==> config.mk <==
export PLATFORM = sky130hd
export DESIGN_NAME = cal_clock_core
export DESIGN_NICKNAME = d
export VERILOG_FILES = /design/src/rtl/cal_pkg.sv /design/src/rtl/cal_month_len.sv /design/src/rtl/cal_ctrl.sv /design/src/rtl/cal_datapath.sv /design/src/rtl/cal_clock_core.sv
export SDC_FILE = /design/constraint.sdc
export NUM_CORES = 1
export LEC_CHECK = 0
export BUFFER_PORTS_ARGS = -buffer_cell sky130_fd_sc_hd__buf_2
export CORE_UTILIZATION = 50
export DETAILED_ROUTE_END_ITERATION = 10
export GPL_TIMING_DRIVEN = 0
export PLACE_DENSITY = 0.8
export REMOVE_ABC_BUFFERS = 1
export SLEW_MARGIN = 30
export SYNTH_ARGS = -nofsm -noshare
export SYNTH_HDL_FRONTEND = slang
export SYNTH_SLANG_ARGS = --single-unit
==> constraint.sdc <==
create_clock -name clk -period 3.6 [get_ports clk]
set_input_delay 0.36 -clock clk [delete_from_list [all_inputs] [get_ports clk]]
set_output_delay 0.36 -clock clk [all_outputs]
set_load 0.03 [all_outputs]
==> src/rtl/cal_pkg.sv <==
package cal_pkg;

  localparam int DATA_W     = 16;
  localparam int ADDR_W     = 8;
  localparam int NUM_FIELDS = 7;
  localparam int YEAR_W     = 7;
  localparam int BUSY_BIT   = 6;

  localparam logic [ADDR_W-1:0] ADDR_STATUS     = 8'h00;
  localparam logic [ADDR_W-1:0] ADDR_FIELD_BASE = 8'h0A;
  localparam logic [ADDR_W-1:0] ADDR_COMMIT     = 8'h3C;

  // field index order matches the address order of the field registers
  localparam int IDX_SEC  = 0;
  localparam int IDX_MIN  = 1;
  localparam int IDX_HOUR = 2;
  localparam int IDX_DOM  = 3;
  localparam int IDX_DOW  = 4;
  localparam int IDX_MON  = 5;
  localparam int IDX_YEAR = 6;

  typedef struct packed {
    logic [5:0]        sec;
    logic [5:0]        min;
    logic [4:0]        hour;
    logic [4:0]        dom;
    logic [2:0]        dow;
    logic [3:0]        mon;
    logic [YEAR_W-1:0] year;
  } calTime_t;

  typedef struct packed {
    logic [NUM_FIELDS-1:0] stageWr;
    logic                  loadNow;
    logic                  stepNow;
  } calStrobe_t;

  localparam calTime_t TIME_AT_RESET = '{sec: 6'd0, min: 6'd0, hour: 5'd0,
                                         dom: 5'd1, dow: 3'd0, mon: 4'd1,
                                         year: '0};

  function automatic logic [DATA_W-1:0] getField(calTime_t t, int idx);
    logic [DATA_W-1:0] v;
    v = '0;
    case (idx)
      IDX_SEC:  v[5:0]        = t.sec;
      IDX_MIN:  v[5:0]        = t.min;
      IDX_HOUR: v[4:0]        = t.hour;
      IDX_DOM:  v[4:0]        = t.dom;
      IDX_DOW:  v[2:0]        = t.dow;
      IDX_MON:  v[3:0]        = t.mon;
      default:  v[YEAR_W-1:0] = t.year;
    endcase
    return v;
  endfunction

  function automatic calTime_t putField(calTime_t t, int idx, logic [DATA_W-1:0] v);
    calTime_t r;
    r = t;
    case (idx)
      IDX_SEC:  r.sec  = v[5:0];
      IDX_MIN:  r.min  = v[5:0];
      IDX_HOUR: r.hour = v[4:0];
      IDX_DOM:  r.dom  = v[4:0];
      IDX_DOW:  r.dow  = v[2:0];
      IDX_MON:  r.mon  = v[3:0];
      default:  r.year = v[YEAR_W-1:0];
    endcase
    return r;
  endfunction

endpackage

==> src/rtl/cal_month_len.sv <==
module cal_month_len #(
  parameter int YEAR_W = 7
) (
  input  logic [3:0]        month,
  input  logic [YEAR_W-1:0] year,
  output logic [4:0]        days
);
  // whole supported span has a leap year exactly on every counter multiple of 4
  logic leapYear;
  assign leapYear = (year[1:0] == 2'b00);

  always_comb begin
    case (month)
      4'd2:                      days = leapYear ? 5'd29 : 5'd28;
      4'd4, 4'd6, 4'd9, 4'd11:   days = 5'd30;
      default:                   days = 5'd31;
    endcase
  end
endmodule

==> src/rtl/cal_ctrl.sv <==
module cal_ctrl
  import cal_pkg::*;
#(
  parameter int COMMIT_CYCLES = 4
) (
  input  logic              clk,
  input  logic              rstN,
  input  logic              secTick,
  input  logic [ADDR_W-1:0] busAddr,
  input  logic              busWr,
  output calStrobe_t        strobe,
  output logic              busy
);
  localparam int CNT_W = $clog2(COMMIT_CYCLES + 1);
  localparam logic [CNT_W-1:0] CNT_LOAD = CNT_W'(COMMIT_CYCLES);

  logic [CNT_W-1:0] commitCnt;
  logic             commitReq;
  logic             inCommit;
  logic             tickHeld;

  assign busy      = (commitCnt != '0);
  assign commitReq = busWr && (busAddr == ADDR_COMMIT) && !busy;
  assign inCommit  = busy || commitReq;

  // one write-enable per field register, two byte addresses apart
  for (genvar i = 0; i < NUM_FIELDS; i++) begin : g_fieldDec
    localparam logic [ADDR_W-1:0] FIELD_ADDR = ADDR_FIELD_BASE + ADDR_W'(2 * i);
    assign strobe.stageWr[i] = busWr && (busAddr == FIELD_ADDR);
  end

  assign strobe.loadNow = (commitCnt == CNT_W'(1));
  assign strobe.stepNow = !inCommit && (secTick || tickHeld);

  always_ff @(posedge clk or negedge rstN) begin
    if (!rstN) begin
      commitCnt <= '0;
    end else if (commitReq) begin
      commitCnt <= CNT_LOAD;
    end else if (busy) begin
      commitCnt <= commitCnt - CNT_W'(1);
    end
  end

  always_ff @(posedge clk or negedge rstN) begin
    if (!rstN) begin
      tickHeld <= 1'b0;
    end else if (inCommit && secTick) begin
      tickHeld <= 1'b1;
    end else if (strobe.stepNow) begin
      tickHeld <= 1'b0;
    end
  end
endmodule

==> src/rtl/cal_datapath.sv <==
module cal_datapath
  import cal_pkg::*;
(
  input  logic              clk,
  input  logic              rstN,
  input  calStrobe_t        strobe,
  input  logic              busy,
  input  logic [ADDR_W-1:0] busAddr,
  input  logic              busRd,
  input  logic [DATA_W-1:0] busWdata,
  output logic [DATA_W-1:0] busRdata,
  output calTime_t          liveTime
);
  calTime_t              shadowTime, shadowNext;
  calTime_t              loadedTime, steppedTime;
  logic [NUM_FIELDS-1:0] staged;
  logic [4:0]            monthDays;
  logic [DATA_W-1:0]     readValue;

  cal_month_len #(.YEAR_W(YEAR_W)) u_monthLen (
    .month (liveTime.mon),
    .year  (liveTime.year),
    .days  (monthDays)
  );

  // staging of field writes
  always_comb begin
    shadowNext = shadowTime;
    for (int i = 0; i < NUM_FIELDS; i++) begin
      if (strobe.stageWr[i]) shadowNext = putField(shadowNext, i, busWdata);
    end
  end

  // commit merge: only staged fields replace live ones
  always_comb begin
    loadedTime = liveTime;
    for (int i = 0; i < NUM_FIELDS; i++) begin
      if (staged[i]) loadedTime = putField(loadedTime, i, getField(shadowTime, i));
    end
  end

  // one-second step with carry chain; >= keeps out-of-range writes from sticking
  always_comb begin
    logic secWrap, minWrap, hourWrap, dayWrap, monWrap;
    steppedTime = liveTime;
    secWrap  = (liveTime.sec >= 6'd59);
    minWrap  = secWrap && (liveTime.min >= 6'd59);
    hourWrap = minWrap && (liveTime.hour >= 5'd23);
    dayWrap  = hourWrap && (liveTime.dom >= monthDays);
    monWrap  = dayWrap && (liveTime.mon >= 4'd12);

    steppedTime.sec = secWrap ? 6'd0 : liveTime.sec + 6'd1;
    if (secWrap)  steppedTime.min  = (liveTime.min >= 6'd59) ? 6'd0 : liveTime.min + 6'd1;
    if (minWrap)  steppedTime.hour = (liveTime.hour >= 5'd23) ? 5'd0 : liveTime.hour + 5'd1;
    if (hourWrap) begin
      steppedTime.dom = dayWrap ? 5'd1 : liveTime.dom + 5'd1;
      steppedTime.dow = (liveTime.dow >= 3'd6) ? 3'd0 : liveTime.dow + 3'd1;
    end
    if (dayWrap)  steppedTime.mon  = monWrap ? 4'd1 : liveTime.mon + 4'd1;
    if (monWrap)  steppedTime.year = liveTime.year + YEAR_W'(1);
  end

  always_ff @(posedge clk or negedge rstN) begin
    if (!rstN) begin
      liveTime <= TIME_AT_RESET;
    end else if (strobe.loadNow) begin
      liveTime <= loadedTime;
    end else if (strobe.stepNow) begin
      liveTime <= steppedTime;
    end
  end

  always_ff @(posedge clk or negedge rstN) begin
    if (!rstN) begin
      shadowTime <= TIME_AT_RESET;
      staged     <= '0;
    end else begin
      shadowTime <= shadowNext;
      if (strobe.loadNow) staged <= strobe.stageWr;
      else                staged <= staged | strobe.stageWr;
    end
  end

  // read decode of live fields and status
  always_comb begin
    readValue = '0;
    if (busAddr == ADDR_STATUS) readValue[BUSY_BIT] = busy;
    for (int i = 0; i < NUM_FIELDS; i++) begin
      if (busAddr == ADDR_FIELD_BASE + ADDR_W'(2 * i)) readValue = getField(liveTime, i);
    end
  end

  always_ff @(posedge clk or negedge rstN) begin
    if (!rstN)      busRdata <= '0;
    else if (busRd) busRdata <= readValue;
  end
endmodule

==> src/rtl/cal_clock_core.sv <==
module cal_clock_core
  import cal_pkg::*;
#(
  parameter int COMMIT_CYCLES = 4
) (
  input  logic              clk,
  input  logic              rstN,
  input  logic              secTick,
  input  logic [ADDR_W-1:0] busAddr,
  input  logic              busWr,
  input  logic              busRd,
  input  logic [DATA_W-1:0] busWdata,
  output logic [DATA_W-1:0] busRdata
);
  calStrobe_t strobe;
  logic       busy;
  calTime_t   liveTime;

  cal_ctrl #(.COMMIT_CYCLES(COMMIT_CYCLES)) u_ctrl (
    .clk     (clk),
    .rstN    (rstN),
    .secTick (secTick),
    .busAddr (busAddr),
    .busWr   (busWr),
    .strobe  (strobe),
    .busy    (busy)
  );

  cal_datapath u_dp (
    .clk      (clk),
    .rstN     (rstN),
    .strobe   (strobe),
    .busy     (busy),
    .busAddr  (busAddr),
    .busRd    (busRd),
    .busWdata (busWdata),
    .busRdata (busRdata),
    .liveTime (liveTime)
  );
endmodule

==> summary.md, run 1 <==
| Metric | Value |
|---|---|
| Max-slew violation count | 0 |
| Syn Inst Count | 520 |
| Register-to-register setup slack | 330 ps |
| # IOs | 45 |
| Post-Synthesis Cell Area | 0.00497 mm2 |
| Total GRT Usage | 24.5% |
| CP top delay family | simple AND/OR/NAND/NOR gates |
| IO Port Bufs | 26 |
| Ant diodes | 0 |
| Worst vdd ir | 0.245 mV |
| Clock skew | 20.0 ps |
| DRT iter0 DRCs | 299 |
| Area share of the largest cell type after synthesis | 43.3% |
| Total power draw | 2860 uW |
| Dominant cells by area after synthesis | dfrtp_1 (43%), mux2_2 (8.8%), nand2_1 (4.4%) |
| Worst path cell trace | inv_1 -> ha_1 -> o21ai_0 -> o21ai_0 -> o21ai_0 -> ha_1 -> nand2b_1 -> a21oi_1 -> or4_1 -> nor3_1 -> mux2i_1 -> o221a_2 |
| CP Data Required Time | 3920 ps |
| Setup crit start kind | flip-flop |
| Endpoints failing hold | 0 |
| Main flop type after synthesis | dfrtp_1 |
| H-tree Lvls | 3 |
| Largest net degree at the start of global routing | 52 |
| Fillers | 846 |
| Most frequent CP cell | o21ai_0 |
| CP max stage delay | 720 ps |
| Clock Sinks | 90 |
| Initial core utilization | 51.3% |
| Area of the die | 0.0103 mm2 |
| Slowest CP cell | or4_1 |
| Slew @ Worst Pin | 816 ps |
| Max_cap viols | 0 |
| Setup violators final | 0 |
| Worst setup margin | 335 ps |
| Relative slew slack | 45.6% |
| Crit path DAT | 3580 ps |
| Total gr overflow | 0 |
| Die width | 102 um |
| Flip-flop and latch area | 0.00226 mm2 |
| Clk root buf | clkbuf_8 |
| Post-synth EDFFs | 0 |
| Core Region | 0.00968 mm2 |
| Mapped Avg Cell Area | 9.55 um2 |
| Min-delay worst type | input pin to flip-flop |
| Fin cells | 677 |
| Final period utilization | 90.7% |
| GPL Wtd Cong | 0.887 |
| Nets | 584 |
| Clk slew on worst S/H paths | 100 ps |
| Buf/Inv on CP | 1 |
| Num CTS Buffers | 9 |
| Setup TNS | 0 ps |
| WS Path Type | flip-flop to flip-flop |
| Cell taking the most area after synthesis | dfrtp_1 |
| Routed wire per std cell | 17.8 um |
| Most instantiated library cell after synthesis | dfrtp_1 |
| DRC viols | 0 |
| Initial antenna violation count | 0 |
| Maximum count of clock buffers along a single path | 2 |
| Num rows | 36 |
| Post-DP HPWL | 8.50 mm |
| Crit path capture type | flip-flop |
| Fin util | 56.3% |
| First-pass GRT wire length | 19.2 mm |
| Post-CTS Setup Bufs | 0 |
| Placed cell count | 660 |
| Ys async rst share | 100% |
| Vias after detailed routing | 4117 |
| Power per cell area | 525 mW/mm2 |
| WL final | 12.0 mm |
| Area grow syn2layout | 9.75% |
| Vias per cell | 6.08 |
| Synth warnings | 0 |
| Pre-CTS setup slack | 408 ps |
| Yosys reg bits | 90 |
| Leakage | 0.00244 uW |
| Post-route ant nets | 0 |
| Top achievable clock speed | 306 MHz |
| Die height | 102 um |
| Tmin final | 3270 ps |
| Sequential share of the synthesized area | 45.5% |
| RSZ-0062 raised after global routing | false |
| Vias in the first global route | 3837 |
| Commonest cells in the netlist | dfrtp_1 (86), nand2_1 (58), a21oi_1 (39), mux2_2 (39), o21ai_0 (35) |
| Post-synthesis cell type count | 55 |
| Fraction of layout cells with a size suffix above 1 | 17.3% |
| Outcome | finished, final reports clean |
| Crit path max fanout | 9 |
| DRT Pass-1 Iters | 5 |
| Area of the multi-input gates | 0.00253 mm2 |
| Clock Latency Late Sink | 380 ps |
| CTS tree | built |
==> sequential cells by signal, indices dropped and copies added, names as in the netlist <==
name              flops
u_dp.shadowTime      36
u_dp.busRdata         7
u_ctrl.tickHeld       1
u_dp.staged           7
u_ctrl.commitCnt      3
u_dp.liveTime        36
==> placed cells by master (no fill, tap or decap), types with 8 or more instances in the layout <==
cell type	count
buf_2	25
nor3b_1	9
nand2_1	58
nor2_1	32
o21ai_0	35
inv_1	17
mux2_2	39
and3_1	9
o22ai_1	8
clkbuf_8	11
nor3_1	17
conb_1	9
mux2i_1	11
a21oi_1	39
dfrtp_1	86
nand3_1	29
ha_1	16
==> final timing paths <==
kind	cells past startpoint	to	startpoint
max	12	u_dp.liveTime[2]	u_dp.liveTime[7]
min	2	u_dp.shadowTime[6]	busWdata[6]
max reg2reg	12	u_dp.liveTime[2]	u_dp.liveTime[7]
min reg2reg	2	u_dp.staged[1]	u_dp.staged[1]
max in group asynchronous	3	u_dp.liveTime[3]	rstN
min in group asynchronous	2	u_dp.liveTime[17]	rstN
==> per-layer routing <==
metal / vias to the layer above / share of wire [%] / global-route usage, %
met5: - / 0 / 0
met4: 0 / 0.99 / 6.80
met3: 10 / 5.3 / 4.21
met2: 142 / 51 / 41.0
met1: 2055 / 43 / 33.0
li1: 1910 / - / -
==> final cells by class <==
cell class	instances	share of cell area (%)
sequential	90	41.4
timing repair buffer	29	3.70
clock inverter	4	1.35
inverter	17	1.17
multi-input combinational	392	46.5
clock buffer	12	2.85
tap	133	3.05
==> through the flow <==
stage / cell area, um2 / hold slack [ps]
finish: 5450 / 216
global route: 5450 / 207
CTS: 5450 / 202
detailed placement: 5210 / 296
global placement: 5140 / 459
floorplan: 4840 / 64.4
==> worst reg2reg max path, delay by kind of cell (launching register included) <==
family / cells / cell delay, ps
AO/OA/AOI/OAI: 5 / 730
adder cells (fa/ha/maj): 2 / 360
buffers and inverters: 1 / 90
flip-flops: 1 / 600
multiplexers: 1 / 230
AND/OR/NAND/NOR: 3 / 1180
==> report_power, final <==
group | internal, uW | switching [uW] | leakage [uW] | total [uW]
clock | 430 | 363 | 0.000117 | 793
combinational | 303 | 476 | 0.00114 | 779
sequential | 1140 | 147 | 0.00118 | 1290
total | 1880 | 987 | 0.00244 | 2860
==> what timing repair did <==
item / 4_1_cts / 5_1_grt
hold buffers: 1 / 0
endpoints found under the hold margin: 35 / 0
resized for setup: 0 / 0
==> cells by family after synthesis <==
logic type               Yosys count  share of synthesized area [%]
adder cells (fa/ha/maj)           16                           4.03
multiplexers                      50                           11.1
AND/OR/NAND/NOR                  184                           18.0
buffers and inverters             46                           4.36
flip-flops                        90                           45.5
AO/OA/AOI/OAI                    132                           16.9
XOR/XNOR                           1                          0.176
other                              1                         0.0755
(Power assumes the default switching activity.)
==> run 2, diff against run 1 <==
--- a/config.mk
+++ b/config.mk
@@ -6,11 +6,10 @@
 export NUM_CORES = 1
 export LEC_CHECK = 0
 export BUFFER_PORTS_ARGS = -buffer_cell sky130_fd_sc_hd__buf_2
-export CORE_UTILIZATION = 50
+export CORE_UTILIZATION = 48
 export DETAILED_ROUTE_END_ITERATION = 10
 export GPL_TIMING_DRIVEN = 0
-export PLACE_DENSITY = 0.8
-export REMOVE_ABC_BUFFERS = 1
+export PLACE_DENSITY = 0.78
 export SLEW_MARGIN = 30
 export SYNTH_ARGS = -nofsm -noshare
 export SYNTH_HDL_FRONTEND = slang
==> summary.md, run 2 (synthesis results as in run 1) <==
| Metric | Value |
|---|---|
| Reg power frac | 45.3% |
| Post_cts resized | 0 |
| Max_cap viols | 0 |
| Clock skew | 8.05 ps |
| WS Path Type | flip-flop to flip-flop |
| Top achievable clock speed | 330 MHz |
| CP Data Required Time | 3870 ps |
| Area grow syn2layout | 11.6% |
| Internal power | 1800 uW |
| Slew @ Worst Pin | 721 ps |
| Part of the power in combinational logic | 28.6% |
| H-tree Lvls | 3 |
| Nets | 611 |
| Final period utilization | 84.2% |
| Crit path max fanout | 9 |
| Num rows | 36 |
| Net Sw Power | 1060 uW |
| Min-delay worst type | input pin to flip-flop |
| Commonest non-fill, non-tap cell in the layout | dfrtp_1 |
| Total GRT Usage | 25.3% |
| Num CTS Buffers | 9 |
| First-pass GRT wire length | 21.1 mm |
| Clk slew on worst S/H paths | 90 ps |
| Initial antenna violation count | 0 |
| Post-route ant nets | 0 |
| Buf/Inv on CP | 2 |
| Relative slew slack | 51.9% |
| Worst path cell trace | inv_1 -> ha_1 -> o21ai_0 -> o21ai_0 -> o21ai_0 -> ha_1 -> nand2b_1 -> a21oi_1 -> or4_1 -> buf_6 -> o31a_1 -> a221oi_2 -> a21oi_1 |
| Endpoints failing hold | 0 |
| IO Port Bufs | 25 |
| DRT iter0 DRCs | 379 |
| DRC viols | 0 |
| Sw frac | 37.0% |
| Setup TNS | 0 ps |
| Total gr overflow | 0 |
| Met1 Wirelength | 5.59 mm |
| Vias in the first global route | 4061 |
| Vias after detailed routing | 4246 |
| DRT Pass-1 Iters | 5 |
| Crit path DAT | 3300 ps |
| Metal2 WL | 6.21 mm |
| Worst vdd ir | 0.297 mV |
| # hold bufs at CTS | 1 |
| WL met3 | 1.07 mm |
| CP top delay family | compound AO/OA/AOI/OAI gates |
| Setup crit start kind | flip-flop |
| Post-DP HPWL | 9.43 mm |
| # IOs | 45 |
| Regs by FF count | u_dp.liveTime: 36 flops, u_dp.shadowTime: 36 flops |
| Setup violators final | 0 |
| Total power draw | 2860 uW |
| Maximum count of clock buffers along a single path | 2 |
| Commonest non-fill, non-tap cells in the layout | dfrtp_1 (86), nand2_1 (58), a21oi_1 (39), mux2_2 (39), o21ai_0 (35) |
| Power per cell area | 515 mW/mm2 |
| Clk root buf | clkbuf_8 |
| Die height | 104 um |
| Initial core utilization | 50.1% |
| Fillers | 896 |
| Slowest CP cell | dfstp_2 |
| RSZ-0062 raised after global routing | false |
| Ant diodes | 0 |
| Crit path capture type | flip-flop |
| GPL Wtd Cong | 0.886 |
| Clock power share | 26.1% |
| Leakage | 0.00249 uW |
| Post-layout instance area | 0.00554 mm2 |
| Core Region | 0.00991 mm2 |
| Fin util | 55.9% |
| CP max stage delay | 600 ps |
| Clock Latency Late Sink | 380 ps |
| Outcome | finished, final reports clean |
| Clock Sinks | 90 |
| Post-CTS Setup Bufs | 0 |
| Fraction of layout cells with a size suffix above 1 | 18.0% |
| Top sig layer | met4 |
| Area of the die | 0.0108 mm2 |
| CTS tree | built |
| Routed wire per std cell | 18.6 um |
| Most frequent CP cell | o21ai_0 |
| Tmin final | 3030 ps |
| Max-slew violation count | 0 |
| Vias per cell | 6.03 |
| Post-DP Area | 0.00532 mm2 |
| Die width | 104 um |
| Largest net degree at the start of global routing | 66 |
| WL final | 13.1 mm |
==> run 2: cell types whose count changed in the layout (fill, tap and decap cells not counted), moves of 2 or more <==
cell and delta:
buf_4 +9, clkinvlp_4 +2, buf_1 +5, clkbuf_1 +11
==> run 2: stage by stage <==
step           hold WS [ps]  setup WS (ps)  instances
2_1_floorplan          64.4            881        528
3_3_place_gp            461            696        686
3_5_place_dp            237            590        687
4_1_cts                 209            572        704
5_1_grt                 230            398        704
6_report                220            569        704
==> run 2: power by group through the flow <==
stage / clock network, uW / logic (uW) / registers (uW)
final: 745 / 818 / 1290
after floorplan: 0 / 553 / 1270
after global routing: 788 / 914 / 1310
after detailed placement: 0 / 802 / 1310
after CTS: 753 / 812 / 1290
after global placement: 0 / 763 / 1300
==> run 2: metal layers <==
| metal | global-route usage, % | up-vias |
|---|---|---|
| met5 | 0 | - |
| met4 | 10.0 | 0 |
| met3 | 4.91 | 21 |
| met2 | 40.1 | 187 |
| met1 | 34.1 | 2078 |
| li1 | - | 1960 |
==> run 2: area by class of cell <==
type                       instances  area [um2]  share of cell area (%)
inverter                          17        63.8                    1.15
tap                              133         166                    3.00
timing repair buffer              27         169                    3.05
sequential                        90        2260                    40.7
multi-input combinational        392        2520                    45.5
buffer                            29         153                    2.75
clock inverter                     5        61.3                    1.11
clock buffer                      11         151                    2.73
==> run 2: worst paths after layout <==
path | depth (start not counted) | to | slack (ps) | startpoint
setup / recovery | 13 | u_dp.liveTime[8] | 570 | u_dp.liveTime[7]
hold / removal | 2 | u_dp.shadowTime[6] | 220 | busWdata[6]
setup reg to reg | 13 | u_dp.liveTime[8] | 570 | u_dp.liveTime[7]
hold reg to reg | 1 | u_dp.staged[4] | 480 | u_dp.staged[4]
max in group asynchronous | 3 | u_dp.liveTime[14] | 2570 | rstN
min in group asynchronous | 2 | u_dp.shadowTime[19] | 400 | rstN
==> run 3, diff against run 2 <==
--- a/config.mk
+++ b/config.mk
@@ -9,7 +9,7 @@
 export CORE_UTILIZATION = 48
 export DETAILED_ROUTE_END_ITERATION = 10
 export GPL_TIMING_DRIVEN = 0
-export PLACE_DENSITY = 0.78
+export PLACE_DENSITY = 0.8
 export SLEW_MARGIN = 30
 export SYNTH_ARGS = -nofsm -noshare
 export SYNTH_HDL_FRONTEND = slang
==> constraint.sdc (replaced) <==
create_clock -name clk -period 2.6 [get_ports clk]
set_input_delay 0.26 -clock clk [delete_from_list [all_inputs] [get_ports clk]]
set_output_delay 0.26 -clock clk [all_outputs]
set_load 0.03 [all_outputs]
==> summary.md, run 3 (synthesis results as in run 1) <==
| Metric | Value |
|---|---|
| Crit path DAT | 3130 ps |
| Largest net degree at the start of global routing | 48 |
| First-pass GRT wire length | 21.6 mm |
| Total GRT Usage | 25.8% |
| Vias per cell | 6.10 |
| Worst vdd ir | 0.477 mV |
| Die width | 104 um |
| Power per cell area | 717 mW/mm2 |
| Max_cap viols | 0 |
| WS Path Type | flip-flop to flip-flop |
| Total gr overflow | 0 |
| Num CTS Buffers | 9 |
| Failing checks | negative setup slack |
| H-tree Lvls | 3 |
| Post-DP HPWL | 9.56 mm |
| Leakage | 0.00258 uW |
| Clock Latency Late Sink | 370 ps |
| DRT Pass-1 Iters | 5 |
| Nets | 615 |
| Tmin final | 2890 ps |
| Vias after detailed routing | 4328 |
| IO Port Bufs | 25 |
| Max-slew violation count | 0 |
| Crit path capture type | flip-flop |
| Clk root buf | clkbuf_8 |
| Commonest non-fill, non-tap cells in the layout | dfrtp_1 (85), nand2_1 (57), mux2_2 (38) |
| Num rows | 36 |
| Initial antenna violation count | 1 |
| Core Region | 0.00991 mm2 |
| GPL Wtd Cong | 0.981 |
| Area grow syn2layout | 15.0% |
| Top achievable clock speed | 346 MHz |
| CP Data Required Time | 2840 ps |
| WL final | 13.5 mm |
| Fraction of layout cells with a size suffix above 1 | 22.6% |
| CTS tree | built |
| DRC viols | 0 |
| DRT iter0 DRCs | 403 |
| Clock Sinks | 90 |
| Setup violators final | 10 |
| Endpoints failing hold | 0 |
| Die height | 104 um |
| Setup crit start kind | flip-flop |
| # IOs | 45 |
| Min-delay worst type | input pin to flip-flop |
| Maximum count of clock buffers along a single path | 2 |
| Setup TNS | -1550 ps |
| Post-layout instance area | 0.00571 mm2 |
| Slew @ Worst Pin | 716 ps |
| Worst setup margin | -287 ps |
| RSZ-0062 raised after global routing | true |
| Post-DP Area | 0.00533 mm2 |
| Initial core utilization | 50.1% |
| Clk slew on worst S/H paths | 100 ps |
| Regs by FF count | u_dp.liveTime: 36 flops, u_dp.shadowTime: 36 flops |
| Outcome | finished, violations left |
| Area of the die | 0.0108 mm2 |
| Vias in the first global route | 4135 |
| Relative slew slack | 52.1% |
| Clock skew | 15.2 ps |
| Routed wire per std cell | 19.0 um |
| Post-route ant nets | 0 |
| Commonest non-fill, non-tap cell in the layout | dfrtp_1 |
| Crit path max fanout | 6 |
| Final period utilization | 111% |
[run 3: changes by cell type in the layout (fill, tap and decap cells not counted), sizes merged]
cell and delta:
clkbuf +2, clkinv -1, bufinv +1, diode +1, buf +2
[run 3: critical path: stages (launching register included)]
cell      delay (ps)
dfstp_2          620
inv_4             60
ha_2             180
o21ai_2          100
o21ai_1           70
o21ai_1          190
ha_1             160
nand2b_1         110
a21oi_2           70
or4_4            490
o31a_1           400
a221oi_2         260
a21oi_1           60
[run 3: final cells by class]
class	instances	area, um2
fillers	896	4200
multi-input cells	392	2620
flip-flops and latches	90	2260
repair buffers	32	219
well taps	133	166
plain buffers	28	149
clock buffers	11	141
clock inverters	5	86.3
inverters	17	66.3
diodes	1	2.50
[run 3: path summary, 6_finish.rpt]
kind	slack, ps	cells after the start	start	end
worst max register to register	-290	12	u_dp.liveTime[7]	u_dp.liveTime[8]
min in group asynchronous	380	2	rstN	u_dp.shadowTime[21]
worst min register to register	480	1	u_dp.staged[4]	u_dp.staged[4]
worst min-delay path	120	2	busWdata[6]	u_dp.shadowTime[6]
worst max-delay path	-290	12	u_dp.liveTime[7]	u_dp.liveTime[8]
max in group asynchronous	1620	3	rstN	u_dp.liveTime[7]
[run 3: layer usage]
metal	up-vias	routed length (um)	track usage [%]
li1	1971	-	-
met1	2082	5590	34.2
met2	224	6040	40.0
met3	51	1240	6.29
met4	0	600	12.1
met5	-	0	0
[run 3: what timing repair did]
action / in CTS / in global routing
resized for setup: 16 / 16
setup endpoints to repair: 34 / 27
buffers inserted: 2 / 3
hold buffers: 1 / 0
pin swaps: 10 / 9
hold endpoints to repair: 41 / 0
[run 3: report_power, final]
group          internal, uW  leakage, uW  switching, uW
Combinational           445      0.00129            754
Clock                   575     0.000108            524
Sequential             1590      0.00118            214
Total                  2610      0.00258           1490
[run 3: metrics by stage]
stage	hold slack, ps	instances	setup slack (ps)	total power (uW)	util (%)
2_1_floorplan	-35.6	528	-17.2	2520	-
3_3_place_gp	462	686	-186	2850	53.4
3_5_place_dp	206	687	-257	2910	53.8
4_1_cts	113	706	-148	4050	57.0
5_1_grt	127	708	-377	4320	57.6
6_report	121	709	-287	4100	57.7
